--- src/rtl/pio_pkg.sv ---
`timescale 1ns/1ps
package pio_pkg;

  typedef enum logic {
    MODE_CTL  = 1'b0,
    MODE_DATA = 1'b1
  } pio_mode_e;

  // bits needed to hold values 0..max_val
  function automatic int unsigned ctr_bits(input int unsigned max_val);
    return (max_val < 2) ? 1 : $clog2(max_val + 1);
  endfunction

endpackage

--- src/rtl/pio_sync.sv ---
`timescale 1ns/1ps
module pio_sync #(
  parameter int W      = 2,
  parameter int STAGES = 2
) (
  input  logic         clk,
  input  logic         rst_n,
  input  logic [W-1:0] d,
  output logic [W-1:0] q
);

  logic [W-1:0] stg [STAGES];

  // released pads read as 1, so the chain resets to 1
  always_ff @(posedge clk or negedge rst_n) begin
    if (!rst_n) stg[0] <= '1;
    else        stg[0] <= d;
  end

  for (genvar s = 1; s < STAGES; s++) begin : g_stage
    always_ff @(posedge clk or negedge rst_n) begin
      if (!rst_n) stg[s] <= '1;
      else        stg[s] <= stg[s-1];
    end
  end

  assign q = stg[STAGES-1];

endmodule

--- src/rtl/pio_frame_timer.sv ---
`timescale 1ns/1ps
module pio_frame_timer #(
  parameter int WR_DLY = 11,
  parameter int RD_DLY = 8
) (
  input  logic clk,
  input  logic rst_n,
  input  logic enable,
  input  logic fsync,
  output logic fs_rise,
  output logic wr_tick,
  output logic rd_tick
);
  import pio_pkg::*;

  localparam int LAST = (WR_DLY > RD_DLY) ? WR_DLY : RD_DLY;
  localparam int AW   = ctr_bits(LAST + 1);
  localparam logic [AW-1:0] IDLE  = AW'(LAST + 1);
  localparam logic [AW-1:0] WR_AT = AW'(WR_DLY);
  localparam logic [AW-1:0] RD_AT = AW'(RD_DLY);

  logic          fs_q;
  logic [AW-1:0] age;

  assign fs_rise = enable && fsync && !fs_q;
  assign wr_tick = enable && (age == WR_AT);
  assign rd_tick = enable && (age == RD_AT);

  // age counts clock edges since frame edge 0, then parks at IDLE
  always_ff @(posedge clk or negedge rst_n) begin
    if (!rst_n) begin
      fs_q <= 1'b1;
      age  <= IDLE;
    end else begin
      fs_q <= fsync;
      if (fs_rise)           age <= AW'(1);
      else if (age != IDLE)  age <= age + AW'(1);
    end
  end

endmodule

--- src/rtl/pio_out_latch.sv ---
`timescale 1ns/1ps
module pio_out_latch #(
  parameter int W = 2
) (
  input  logic         clk,
  input  logic         rst_n,
  input  logic         data_mode,
  input  logic         wr_fire,
  input  logic [W-1:0] wr_data,
  input  logic         upd_tick,
  output logic [W-1:0] lat
);

  logic [W-1:0] pend;
  logic         pend_vld;

  always_ff @(posedge clk or negedge rst_n) begin
    if (!rst_n) begin
      pend     <= '1;
      pend_vld <= 1'b0;
    end else if (!data_mode) begin
      pend_vld <= 1'b0;                 // leaving data mode drops it
    end else if (wr_fire) begin
      pend     <= wr_data;              // newest write overwrites
      pend_vld <= 1'b1;
    end else if (upd_tick) begin
      pend_vld <= 1'b0;
    end
  end

  always_ff @(posedge clk or negedge rst_n) begin
    if (!rst_n)                   lat <= '1;
    else if (upd_tick && pend_vld) lat <= pend;
  end

endmodule

--- src/rtl/pio_readback.sv ---
`timescale 1ns/1ps
module pio_readback #(
  parameter int W = 2
) (
  input  logic         clk,
  input  logic         rst_n,
  input  logic [W-1:0] pin_lvl,
  input  logic         ctl_stb,
  input  logic         rd_tick,
  input  logic         fs_rise,
  output logic [W-1:0] ctl_status,
  output logic [W-1:0] data_rd
);

  logic [W-1:0] hold;

  always_ff @(posedge clk or negedge rst_n) begin
    if (!rst_n) begin
      ctl_status <= '1;
      hold       <= '1;
      data_rd    <= '1;
    end else begin
      if (ctl_stb) ctl_status <= pin_lvl;
      if (rd_tick) hold       <= pin_lvl;
      if (fs_rise) data_rd    <= hold;
    end
  end

endmodule

--- src/rtl/pio_port.sv ---
`timescale 1ns/1ps
module pio_port #(
  parameter int N_PIN       = 2,
  parameter int WR_DLY      = 11,
  parameter int RD_DLY      = 8,
  parameter int SYNC_STAGES = 2
) (
  input  logic             clk,
  input  logic             rst_n,
  input  logic             mode_data,
  input  logic             fsync,
  input  logic             ctl_smp_stb,
  input  logic             wr_valid,
  output logic             wr_ready,
  input  logic [N_PIN-1:0] wr_data,
  input  logic [N_PIN-1:0] pin_in,
  output logic [N_PIN-1:0] pin_oe,
  output logic [N_PIN-1:0] ctl_status,
  output logic [N_PIN-1:0] data_rd
);
  import pio_pkg::*;

  pio_mode_e        mode;
  logic             in_data;
  logic             wr_fire;
  logic             ctl_stb;
  logic             fs_rise;
  logic             wr_tick;
  logic             rd_tick;
  logic [N_PIN-1:0] pin_lvl;
  logic [N_PIN-1:0] lat;

  assign mode     = pio_mode_e'(mode_data);
  assign in_data  = (mode == MODE_DATA);
  assign wr_ready = in_data;
  assign wr_fire  = wr_valid && wr_ready;
  assign ctl_stb  = ctl_smp_stb && (mode == MODE_CTL);
  assign pin_oe   = ~lat;

  pio_sync #(.W(N_PIN), .STAGES(SYNC_STAGES)) i_sync (
    .clk(clk), .rst_n(rst_n), .d(pin_in), .q(pin_lvl)
  );

  pio_frame_timer #(.WR_DLY(WR_DLY), .RD_DLY(RD_DLY)) i_timer (
    .clk(clk), .rst_n(rst_n), .enable(in_data), .fsync(fsync),
    .fs_rise(fs_rise), .wr_tick(wr_tick), .rd_tick(rd_tick)
  );

  pio_out_latch #(.W(N_PIN)) i_latch (
    .clk(clk), .rst_n(rst_n), .data_mode(in_data), .wr_fire(wr_fire),
    .wr_data(wr_data), .upd_tick(wr_tick), .lat(lat)
  );

  pio_readback #(.W(N_PIN)) i_rdbk (
    .clk(clk), .rst_n(rst_n), .pin_lvl(pin_lvl), .ctl_stb(ctl_stb),
    .rd_tick(rd_tick), .fs_rise(fs_rise),
    .ctl_status(ctl_status), .data_rd(data_rd)
  );

endmodule

--- config.mk ---
export PLATFORM = sky130hd
export DESIGN_NAME = pio_port
export DESIGN_NICKNAME = d
export VERILOG_FILES = /design/src/rtl/pio_pkg.sv /design/src/rtl/pio_sync.sv /design/src/rtl/pio_frame_timer.sv /design/src/rtl/pio_out_latch.sv /design/src/rtl/pio_readback.sv /design/src/rtl/pio_port.sv
export SDC_FILE = /design/constraint.sdc
export NUM_CORES = 1
export LEC_CHECK = 0
export ABC_AREA = 0
export ABC_CLOCK_PERIOD_IN_PS = 1300
export BUFFER_PORTS_ARGS = -buffer_cell sky130_fd_sc_hd__buf_2
export CORE_ASPECT_RATIO = 1.25
export CORE_MARGIN = 4
export CORE_UTILIZATION = 40
export CTS_BUF_LIST = sky130_fd_sc_hd__clkbuf_4
export DETAILED_ROUTE_END_ITERATION = 7
export HOLD_SLACK_MARGIN = 0.15
export PLACE_DENSITY_LB_ADDON = 0.2
export SETUP_SLACK_MARGIN = 0.02
export SYNTH_ARGS = -nofsm -noshare
export SYNTH_HDL_FRONTEND = slang
export SYNTH_SLANG_ARGS = --single-unit
export TNS_END_PERCENT = 50
--- constraint.sdc ---
create_clock -name clk -period 1.3 [get_ports clk]
set_clock_uncertainty 0.15 [all_clocks]
set_input_delay 0.13 -clock clk [delete_from_list [all_inputs] [get_ports clk]]
set_output_delay 0.13 -clock clk [all_outputs]
set_load 0.03 [all_outputs]
### After elaboration in Yosys (flattened, before gate mapping)

Cells that the tools add are included.

* mux-type cells: 5
* equal/unequal tests: 4
* bitwise gates (word level): 2
* reductions and logical operators: 10
* add/sub/neg operators: 1

Operators with widths (count)
* $eq A4 B4 Y1 const B: 2
* $mux W4: 2
* $logic_and A1 B1 Y1: 7
* $add A4 B1 Y4 const B: 1
* $ne A4 B4 Y1 const B: 1
* $mux W1: 3
* $ne A3 B1 Y1 const B: 1
* $not A2 Y2: 1
* $reduce_and A2 Y1: 1
* $reduce_bool A2 Y1: 1
* $logic_not A1 Y1: 1
* $not A1 Y1: 1

* register bits after elaboration: 20
* bits of input ports: 10
* logic and storage cells: 32
* output and inout bits: 7

### Longest topological paths before layout

Gate-level depths: netlist (run 1).

* depth after elaboration: 5
* mapped depth: 5
* depth with buffers taken out: 5

### Cells and area by module

Synthesis (run 1) repeated with hierarchy kept, for this count alone.

* cell total of the unflattened synthesis: 62
* area, all modules: 868.3 um2

Modules (own cells, without submodules)
* pio_frame_timer: seq. area each 128.9 um2, area each 274.0 um2, cells each 26, instances 1
* pio_readback: seq. area each 157.7 um2, area each 225.2 um2, cells each 12, instances 1
* pio_out_latch: seq. area each 130.1 um2, area each 217.7 um2, cells each 13, instances 1
* pio_sync: seq. area each 105.1 um2, area each 120.1 um2, cells each 6, instances 1
* pio_port: seq. area each 0.0 um2, area each 31.3 um2, cells each 5, instances 1

### Worst setup path before layout (run 1)

OpenSTA, ideal clock, no wires.

* path type: register to register
* from: reg i_timer.age[0]
* to: reg i_latch.lat[0]
* cell stages (with the launch flop): 4
* period minus slack after synthesis: 1322 ps
* setup slack: -22 ps
* arrival time: 1090 ps
* data required time: 1068 ps
* library setup time: 82 ps
* buffers on the path: 0
* cell sequence: dfrtp_1 -> ha_1 -> nand4_1 -> mux2_2

* longest elaborated chain between the ends: 3

Ends and longest elaborated chain
* from (decl): RTL line pio_frame_timer.sv:23 `logic [AW-1:0] age;`
* from (signal assigned): RTL line pio_frame_timer.sv:37 `else if (age != IDLE) age <= age + AW'(1);`
* $eq A4 B4 Y1: RTL line pio_frame_timer.sv:26 `assign wr_tick = enable && (age == WR_AT);`
* $logic_and A1 B1 Y1: RTL line pio_frame_timer.sv:26
* $logic_and A1 B1 Y1: RTL line pio_out_latch.sv:33 `else if (upd_tick && pend_vld) lat <= pend;`
* to (signal assigned): RTL line pio_out_latch.sv:33
* to (decl): RTL line pio_out_latch.sv:11 `output logic [W-1:0] lat`

Every way passes these cells.
A chain may end at the register's enable or synchronous reset.

### Worst setup path in the final report (run 1)

* from: reg i_timer.age[3]
* to: reg i_latch.lat[0]

The elaborated chain is that of the path after synthesis.

==> key figures, run 1 <==
Outcome
  • Outcome: complete, but fails checks
  • Violated checks: negative setup slack

Yosys
  • Mapped Area: 812.0 um2
  • Number of synthesized flops with an enable pin: 0
  • Post-Synth Simple-Gate Area: 11.09%
  • Post-synth cell types: 21
  • Post-Syn Area per Cell: roughly 14 um2
  • Sequential area share after synthesis: approximately 64%
  • Register bit total from synthesis: 20
  • Compound-Gate Fraction of Synth Area: under 10%
  • Dominant synthesized flop cell: dfstp_2
  • FFs w/ async S/R, synth: 100.0%
  • Synth Area in XOR/XNOR: 1.079%
  • Yosys warnings: 0
  • Adder-cell share of the synthesized area: 3.082%
  • Most numerous cell in the Yosys netlist: dfstp_2
  • Largest family of logic cells by synthesized area: multiplexers
  • Syn nets: 72
  • Top cells by area, synth: dfstp_2, mux2_2, dfrtp_1, ha_1, nand3_1
  • Top cells by count, synth: dfstp_2, mux2_2, inv_1
  • Synth top area share: 55.01%
  • Cell count after synthesis: 60
  • Post-synthesis mux area share: roughly 15%
  • Yosys top cell by area: dfstp_2

Setup path
  • Crit start category: register
  • Critical Path End Type: register
  • Top delay family on crit path: flip-flops
  • Max stage delay on crit path: 0.62 ns
  • Largest fanout on the critical path: 7
  • WP buf/inv: 0
  • Crit path DAT: 1.41 ns
  • Cell Chain, Critical Path: nand4_1 > mux2_4
  • Setup CP Type: reg2reg
  • CP required: 1.38 ns
  • Critical-path top delay cell: dfstp_2
  • Worst reg2reg setup slack: -0.03 ns

Drt
  • Drt via density: 4.906
  • Number of remaining DRC errors: 0
  • DRT Pass-1 Iters: 4
  • Top layer in use: met4
  • WL met2: ~810 um
  • Total Wirelength: around 1500 um
  • DRT iter0 DRCs: 6
  • Via count: about 570
  • M1 WL: 643 um
  • Met3 WL: 47 um
  • WL per Instance: ~13 um
  • Detail Route Antenna Nets: 0

Floorplan
  • Die Y: just under 60 um
  • IO Count: 17
  • Core area: 0.001851 mm2
  • Die width: 48.30 um
  • Die area: 0.002820 mm2
  • Initial Utilization: a little over two fifths
  • FP Rows: 17

STA
  • Slack of the critical path: -0.02985 ns
  • Tightest Pin Transition: 0.4228 ns
  • Final Cycle Share: 102.3%
  • Pins over their slew limit: 0
  • Setup_tns: -0.07433 ns
  • Fmax: 752.0 MHz
  • Hold Violations, Final: 0
  • Max_slew headroom: 71.82%
  • Fin crit period: around 1.3 ns
  • RSZ-0062 raised after global routing: true
  • Final Setup Violations: 3

Global routing
  • First-pass GRT wire length: 2615 um
  • GRT Residual Overflow: 0
  • Antenna violations before repair: 0
  • Vias in the first global route: 619
  • Largest net degree at the start of global routing: 21
  • Gr usage total: 11.67%

Power
  • Power Total: about 2400 uW
  • Peak supply drop: 1.091 mV
  • Power density cells: 1986 mW/mm2
  • Leak pwr: 0.0005224 uW

Placed design
  • Detailed-placement wirelength estimate: roughly 1000 um
  • Placed cells: 100
  • Place WS: -0.04698 ns
  • Routability cong.: ~0.8
  • Number of port buffers: 16

Clocking
  • Clock Latency Late Sink: 0.29 ns
  • CTS Buffer Depth: 2
  • Reg clk slew, reported paths: 0.11 ns
  • CTS buffer count: 3
  • TritonCTS clock tree: yes
  • CTS Root Cell: clkbuf_4
  • CTS H-Tree Depth: 1
  • Clock tree sinks: 20

Flow run
  • Maxcap violations: 0

Final layout
  • Number of non-filler instances in the completed layout: approximately 120
  • # diodes: 0
  • Layout cells sized above 1: 67.35%
  • Nets: 111
  • Synthesis-to-finish area growth: 46.69%

Hold path
  • HP Class: in2async
[timing repair]
action	CTS	global route
setup buffers	3	0
resized for setup	14	9
pin swaps	1	4
hold buffers	9	1
endpoints found under the hold margin	29	3
setup endpoints to repair	13	15
[final timing paths]
kind                                     start                    to  depth (start not counted)
worst max-delay path            i_timer.age[3]        i_latch.lat[0]                          2
worst min-delay path                     rst_n      i_latch.pend_vld                          2
worst max register to register  i_timer.age[3]        i_latch.lat[0]                          2
worst min register to register   i_sync.stg[3]           i_sync.q[1]                          0
max in group asynchronous                rst_n  i_rdbk.ctl_status[0]                          2
min in group clk                     mode_data  i_rdbk.ctl_status[1]                          3
[routing by layer]
metal / global-route usage, % / up-vias
li1: - / 278
met1: 13.38 / 283
met2: 20.90 / 11
met3: 1.772 / 2
met4: 5.929 / 0
met5: 0 / -
[cells in the final DEF (no fill, tap or decap), drive strengths merged]
cell type	n
mux2	10
o21ai	1
nor2	3
nor3b	1
ha	2
dfstp	17
nand2	3
a21oi	2
nand2b	1
nand3b	1
xnor2	1
nand4	1
nor3	2
clkinv	1
nand3	3
mux2i	1
a31oi	1
buf	25
clkbuf	3
nor2b	2
inv	4
dlygate4sd3	10
dfrtp	3
[state kept, by name, summed over array words and instances (netlist names)]
| register | count |
|---|---|
| i_rdbk.data_rd | 2 |
| i_rdbk.hold | 2 |
| i_latch.lat | 2 |
| i_rdbk.ctl_status | 2 |
| i_sync.q | 2 |
| i_timer.fs_q | 1 |
| i_sync.stg | 2 |
| i_timer.age | 4 |
| i_latch.pend | 2 |
| i_latch.pend_vld | 1 |
[cell type report]
class,instances,area (um2)
Clock buffer,3,22.52
Clock inverter,1,3.754
Fill cell,147,659.4
Inverter,4,15.01
Multi-Input combinational cell,35,319.1
Sequential cell,20,521.8
Tap cell,19,23.77
Timing Repair Buffer,35,285.3
[kinds of logic (layout without fill, tap and decap cells)]
| kind of cell | after synthesis | after routing |
|---|---|---|
| fa+ha+maj | 2 | 2 |
| compound gates | 4 | 4 |
| xor+xnor | 1 | 1 |
| simple gates | 17 | 17 |
| mux | 11 | 11 |
| flops | 20 | 20 |
| buf+inv | 5 | 43 |
[worst reg2reg max path, delay by kind of cell, from the launching register on]
family | cells | cell delay, ns
multiplexers | 1 | 0.33
AND/OR/NAND/NOR | 1 | 0.17
flip-flops | 1 | 0.62
[metrics by stage]
stage                     util, %  hold slack, ns  area (um2)
after floorplan                 -         -0.3156       822.0
after global placement      52.06        -0.06122       963.4
after detailed placement    52.06        -0.05265       963.4
after CTS                   61.66        -0.02637        1141
after global routing        64.37          0.1584        1191
final                       64.37          0.1410        1191
[report_power, final]
| group | total [uW] | leakage (uW) | switching [uW] | internal [uW] |
|---|---|---|---|---|
| clock | 286 | 0.0000154 | 175 | 112 |
| combinational | 1010 | 0.000293 | 444 | 570 |
| sequential | 1070 | 0.000214 | 157 | 908 |
Power figures use the tool's default switching activity.
==> inputs of run 2 (changes only) <==
--- a/config.mk
+++ b/config.mk
@@ -14,7 +14,6 @@
 export CTS_BUF_LIST = sky130_fd_sc_hd__clkbuf_4
 export DETAILED_ROUTE_END_ITERATION = 7
 export HOLD_SLACK_MARGIN = 0.15
-export PLACE_DENSITY_LB_ADDON = 0.2
 export SETUP_SLACK_MARGIN = 0.02
 export SYNTH_ARGS = -nofsm -noshare
 export SYNTH_HDL_FRONTEND = slang
==> run 2 against run 1 <==
- the run ends with negative hold slack, negative setup slack left
- clock power is 70% higher
- final cell count down 5.1%
- first-iteration DRC count did not move
- combinational power shrank 6%
- sequential power hardly changed
- worst setup slack worse by 0.040 ns
- critical path depth grew 1
- power grew 7.4%
- hold slack worse by 0.15 ns
- core utilization is 0.27 points lower
- register-to-register slack got worse by 0.04 ns
- count of clock-buffer cells in the layout did not move
- critical path type unchanged
- largest cell class unchanged
==> key figures, run 2 (synthesis results as in run 1) <==
Outcome
  • Violated checks: negative hold slack, negative setup slack
  • Outcome: complete, but fails checks

Floorplan
  • IO Count: 17 (unchanged)
  • Initial Utilization: 43.88% (unchanged)
  • Core area: 0.001851 mm2 (unchanged)
  • Die area: 0.002820 mm2 (unchanged)
  • Die width: 48.30 um (unchanged)
  • FP Rows: 17 (unchanged)
  • Die Y: 58.38 um (unchanged)

Final layout
  • Synthesis-to-finish area growth: 46.07%
  • Max reg flops: 4 (unchanged)
  • Most frequent cells in the layout: dfstp_2, buf_2, dlygate4sd3_1
  • Layout cells sized above 1: 71.74% (+4.4 points)
  • Nets: 105 (-5.4%)
  • Commonest non-fill, non-tap cell in the layout: dfstp_2
  • Top reg by flops: i_timer.age
  • # diodes: 0 (unchanged)
  • Number of non-filler instances in the completed layout: 111 (-5.1%)
  • Util after Layout: 64.10% (-0.27 points)

STA
  • Slack of the critical path: -0.06980 ns (-0.03995 ns)
  • Final Setup Violations: 5 (+2)
  • RSZ-0062 raised after global routing: true
  • Fin crit period: 1.370 ns (+0.03995 ns)
  • Max_slew headroom: 72.36% (+0.55 points)
  • Hold Violations, Final: 1 (+1)
  • Final Cycle Share: 105.4% (+3.1 points)
  • Pins over their slew limit: 0 (unchanged)
  • Fmax: 730.0 MHz (-2.9%)
  • Setup_tns: -0.2180 ns (-0.1436 ns)
  • Hold_ws: -0.006089 ns (-0.1471 ns)
  • Tightest Pin Transition: 0.4145 ns (-0.008216 ns)

Clocking
  • CTS H-Tree Depth: 1 (unchanged)
  • CTS buffer count: 3 (unchanged)
  • Clock tree sinks: 20 (unchanged)
  • TritonCTS clock tree: yes
  • Reg clk slew, reported paths: 0.11 ns (about the same)
  • Clock Latency Late Sink: 0.29 ns (about the same)
  • CTS Root Cell: clkbuf_4
  • CTS Buffer Depth: 2 (unchanged)

Power
  • Leak pwr: 0.0005140 uW (-1.6%)
  • Peak supply drop: 1.232 mV (+13%)
  • Power density cells: 2142 mW/mm2 (+7.8%)
  • Power Total: 2541 uW (+7.4%)

Drt
  • Via count: 551 (-4.0%)
  • Total Wirelength: 1477 um (-2.4%)
  • WL per Instance: 13.31 um (+2.8%)
  • Drt via density: 4.964 (+1.2%)
  • Detail Route Antenna Nets: 0 (unchanged)
  • DRT Pass-1 Iters: 4 (unchanged)
  • Number of remaining DRC errors: 0 (unchanged)
  • DRT iter0 DRCs: 6 (unchanged)

Placed design
  • Detailed-placement wirelength estimate: 1025 um (-0.23%)
  • Routability cong.: 0.7273 (-8.5%)
  • Number of port buffers: 16 (unchanged)
  • Placed cells: 99 (-1.0%)
  • Place WS: -0.03527 ns (+0.01170 ns)

Global routing
  • Gr usage total: 11.36% (-0.31 points)
  • Antenna violations before repair: 0 (unchanged)
  • Vias in the first global route: 602 (-2.7%)
  • Met3 usage: 2.025% (+0.25 points)
  • Most used routing layer: met2
  • Largest net degree at the start of global routing: 21 (unchanged)
  • Met1 usage: 13.11% (-0.26 points)
  • Grt met2 use: 20.52% (-0.37 points)
  • GRT Residual Overflow: 0 (unchanged)
  • First-pass GRT wire length: 2573 um (-1.6%)

Flow run
  • Maxcap violations: 0 (unchanged)

Setup path
  • CP required: 1.38 ns (about the same)
  • Crit path DAT: 1.45 ns (+0.04 ns)
  • Largest fanout on the critical path: 6 (-1)
  • Setup CP Type: reg2reg
  • Crit start category: register
  • Critical Path End Type: register

Hold path
  • HP Class: in2reg
[run 2: final timing paths]
| check | slack, ns | to | start | cells past startpoint |
|---|---|---|---|---|
| worst max-delay path | -0.07 | i_latch.lat[1] | i_timer.age[2] | 3 |
| worst max register to register | -0.07 | i_latch.lat[1] | i_timer.age[2] | 3 |
| worst min register to register | 0.21 | i_sync.q[1] | i_sync.stg[3] | 0 |
| max in group asynchronous | 0.54 | i_rdbk.data_rd[0] | rst_n | 2 |
| worst min-delay path | -0.006 | i_latch.pend_vld | mode_data | 2 |
| min in group asynchronous | 0.13 | i_latch.pend_vld | rst_n | 2 |
[run 2: through the flow]
stage | area, um2 | hold slack [ns]
finish | 1186 | -0.006089
global route | 1186 | -0.01792
CTS | 1119 | -0.02217
detailed placement | 955.9 | -0.05843
global placement | 955.9 | -0.06448
floorplan | 822.0 | -0.3156
[run 2: where the power goes]
part / total, uW / internal, uW / switching (uW)
clock: 486 / 311 / 175
sequential: 1100 / 913 / 187
combinational: 954 / 526 / 428
[run 2: what timing repair did]
action,CTS,global route
resized for setup,11,17
hold endpoints to repair,29,5
buffers inserted,0,0
hold buffers,8,1
pin swaps,1,5
setup endpoints to repair,12,16
[run 2: cell type report]
| class | instances | area, um2 |
|---|---|---|
| Fill cell | 147 | 664.4 |
| Tap cell | 19 | 23.77 |
| Timing Repair Buffer | 29 | 235.2 |
| Inverter | 4 | 15.01 |
| Multi-Input combinational cell | 35 | 336.6 |
| Clock inverter | 1 | 30.03 |
| Clock buffer | 3 | 22.52 |
| Sequential cell | 20 | 523.0 |
[run 2: layer usage]
| layer | routed length (um) | vias up |
|---|---|---|
| met2 | 801 | 13 |
| met1 | 596 | 269 |
| li1 | - | 267 |
| met4 | 10 | 0 |
| met5 | 0 | - |
| met3 | 67 | 2 |
[run 2: worst max-delay path: stages (launching register included)]
cell and delay, ns:
dfstp_2 0.61, nor2b_2 0.07, nand4_1 0.16, mux2_4 0.32
==> inputs of run 3 (changes only) <==
--- a/config.mk
+++ b/config.mk
@@ -9,12 +9,13 @@
 export ABC_CLOCK_PERIOD_IN_PS = 1300
 export BUFFER_PORTS_ARGS = -buffer_cell sky130_fd_sc_hd__buf_2
 export CORE_ASPECT_RATIO = 1.25
-export CORE_MARGIN = 4
+export CORE_MARGIN = 3
 export CORE_UTILIZATION = 40
 export CTS_BUF_LIST = sky130_fd_sc_hd__clkbuf_4
 export DETAILED_ROUTE_END_ITERATION = 7
 export HOLD_SLACK_MARGIN = 0.15
-export SETUP_SLACK_MARGIN = 0.02
+export RECOVER_POWER = 50
+export SETUP_SLACK_MARGIN = 0.2
 export SYNTH_ARGS = -nofsm -noshare
 export SYNTH_HDL_FRONTEND = slang
 export SYNTH_SLANG_ARGS = --single-unit
==> run 3 against run 2 <==
- the flow now finishes without violations
- power increased by 1.7%
- final cell count is 4.5% higher
- die area shrank 7.4%
- count of clock-buffer cells in the layout unchanged
- worst setup slack better by 0.075 ns
- sequential share of layout area down 1.4 points
- critical path type unchanged
- critical endpoint unchanged
==> key figures, run 3 (synthesis results as in run 1) <==
Outcome
  • Outcome: finished, final reports clean

STA
  • Max_slew headroom: 69.23% (-3.1 points)
  • Fmax: 772.6 MHz (+5.8%)
  • Final Setup Violations: 0 (-5)
  • RSZ-0062 raised after global routing: true
  • Setup_tns: 0 ns (+0.2180 ns)
  • Fin crit period: 1.294 ns (-0.07542 ns)
  • Final Cycle Share: 99.57% (-5.8 points)
  • Pins over their slew limit: 0 (unchanged)
  • Hold Violations, Final: 0 (-1)
  • Tightest Pin Transition: 0.4615 ns (+0.04699 ns)

Setup path
  • Reg2reg start: i_timer.age[2]
  • Setup CP Type: reg2reg
  • Top delay family on crit path: flip-flops
  • Crit path DAT: 1.38 ns (-0.07 ns)
  • Total stage count of the critical path: 3 (unchanged)
  • CP required: 1.38 ns (about the same)
  • Critical path origin: i_timer.age[2]
  • WP buf/inv: 0 (unchanged)
  • Largest fanout on the critical path: 3 (-3)
  • R2R depth: 3 (unchanged)
  • Critical-path top delay cell: dfstp_2
  • Max stage delay on crit path: 0.58 ns (-0.03 ns)
  • Critical Path End Type: register
  • Cell Chain, Critical Path: nor2b_2 > nand4_1 > mux2_2
  • Crit start category: register

Final layout
  • Layout cells sized above 1: 70.10% (-1.6 points)
  • Top reg by flops: i_timer.age
  • Commonest non-fill, non-tap cell in the layout: dfstp_2
  • Max reg flops: 4 (unchanged)
  • # diodes: 0 (unchanged)
  • Synthesis-to-finish area growth: 50.39%
  • Post-route cell area: 0.001221 mm2 (+3.0%)
  • Number of non-filler instances in the completed layout: 116 (+4.5%)
  • Filler cells: 148 (+0.68%)
  • Most frequent cells in the layout: dfstp_2, mux2_2, dlygate4sd3_1, buf_2, buf_6
  • Nets: 110 (+4.8%)

Clocking
  • CTS buffer count: 3 (unchanged)
  • CTS H-Tree Depth: 1 (unchanged)
  • CTS Buffer Depth: 2 (unchanged)
  • Clock Latency Late Sink: 0.29 ns (about the same)
  • Clock tree sinks: 20 (unchanged)
  • CTS Root Cell: clkbuf_4
  • Reg clk slew, reported paths: 0.11 ns (about the same)
  • TritonCTS clock tree: yes

Floorplan
  • Die area: 0.002610 mm2 (-7.4%)
  • FP Rows: 17 (unchanged)
  • Die Y: 56.38 um (-3.4%)
  • Initial Utilization: 43.88% (unchanged)
  • Core area: 0.001851 mm2 (unchanged)
  • IO Count: 17 (unchanged)
  • Die width: 46.30 um (-4.1%)

Placed design
  • Placed cells: 100 (+1.0%)
  • Detailed-placement wirelength estimate: 945.4 um (-7.7%)
  • Area post-placement: 978.4 um2 (+2.4%)
  • Routability cong.: 0.6823 (-6.2%)
  • Number of port buffers: 16 (unchanged)

Hold path
  • HP Class: in2reg
  • Hold path depth: 3 (+1)
  • Worst Min Path Start: ctl_smp_stb

Power
  • Leak pwr: 0.0005236 uW (+1.9%)
  • Peak supply drop: 1.321 mV (+7.2%)
  • Power Total: 2583 uW (+1.7%)
  • Power density cells: 2115 mW/mm2 (-1.2%)

Drt
  • Drt via density: 5.052 (+1.8%)
  • Via count: 586 (+6.4%)
  • DRT iter0 DRCs: 5 (-1)
  • DRT Pass-1 Iters: 4 (unchanged)
  • WL per Instance: 12.78 um (-4.0%)
  • Total Wirelength: 1482 um (+0.34%)
  • Number of remaining DRC errors: 0 (unchanged)
  • Detail Route Antenna Nets: 0 (unchanged)

Global routing
  • First-pass GRT wire length: 2490 um (-3.2%)
  • Largest net degree at the start of global routing: 21 (unchanged)
  • Antenna violations before repair: 0 (unchanged)
  • Vias in the first global route: 582 (-3.3%)
  • Gr usage total: 13.11% (+1.7 points)
  • GRT Residual Overflow: 0 (unchanged)

Flow run
  • Maxcap violations: 0 (unchanged)
[run 3: changes by cell type in the layout (fill, tap and decap cells not counted), moves of 2 or more]
cell      change
clkbuf_1      +2
inv_1         +2
inv_2         -2
mux2_2        +2
mux2_4        -2
nand2_1       -2
nand2_2       +2
[run 3: layout make-up]
class                           instances  area [um2]  share of cell area, %
Clock buffer                            3       22.52                  1.844
Clock inverter                          1       30.03                  2.459
Inverter                                4       15.01                  1.230
Multi-Input combinational cell         35       336.6                  27.56
Timing Repair Buffer                   34       271.5                  22.23
Sequential cell                        20       521.8                  42.73
Tap cell                               19       23.77                  1.947
[run 3: final timing paths]
check / end / slack, ns
min in group asynchronous: i_timer.age[0] / 0.15
hold reg to reg: i_sync.q[0] / 0.21
setup reg to reg: i_latch.lat[1] / 0.006
hold / removal: i_rdbk.ctl_status[0] / 0.06
max in group asynchronous: i_latch.pend[1] / 0.50
setup / recovery: i_latch.lat[1] / 0.006
[run 3: timing repair]
action,CTS,global route
buffers inserted,0,1
pin swaps,6,2
gates resized for setup,22,6
hold endpoints to repair,31,7
setup endpoints to repair,17,19
hold buffers,7,4
[run 3: per-stage QoR]
step | worst slack (ns) | hold WS (ns) | utilization [%]
3_3_place_gp | 0.03557 | -0.05468 | 52.87
6_report | 0.005613 | 0.05636 | 65.99
3_5_place_dp | 0.02439 | -0.06178 | 52.87
2_1_floorplan | 0.02897 | -0.3156 | -
5_1_grt | -0.05663 | 0.04927 | 65.99
4_1_cts | -0.001504 | -0.02053 | 63.49
[run 3: worst register-to-register path, stage by stage (launching register included)]
cell and delay, ns:
dfstp_2 0.58, nor2b_2 0.06, nand4_1 0.11, mux2_2 0.34
[run 3: where the power goes]
part,switching [uW],internal (uW)
Combinational,480,557
Clock,182,311
Sequential,145,908
[run 3: metal layers]
metal	wire length (um)	share of wire, %	global-route usage, %	vias up
met4	25	1.7	6.098	0
met1	604	41	16.22	291
li1	-	-	-	277
met2	793	54	20.87	14
met3	58	3.9	2.885	4
met5	0	0	0	-
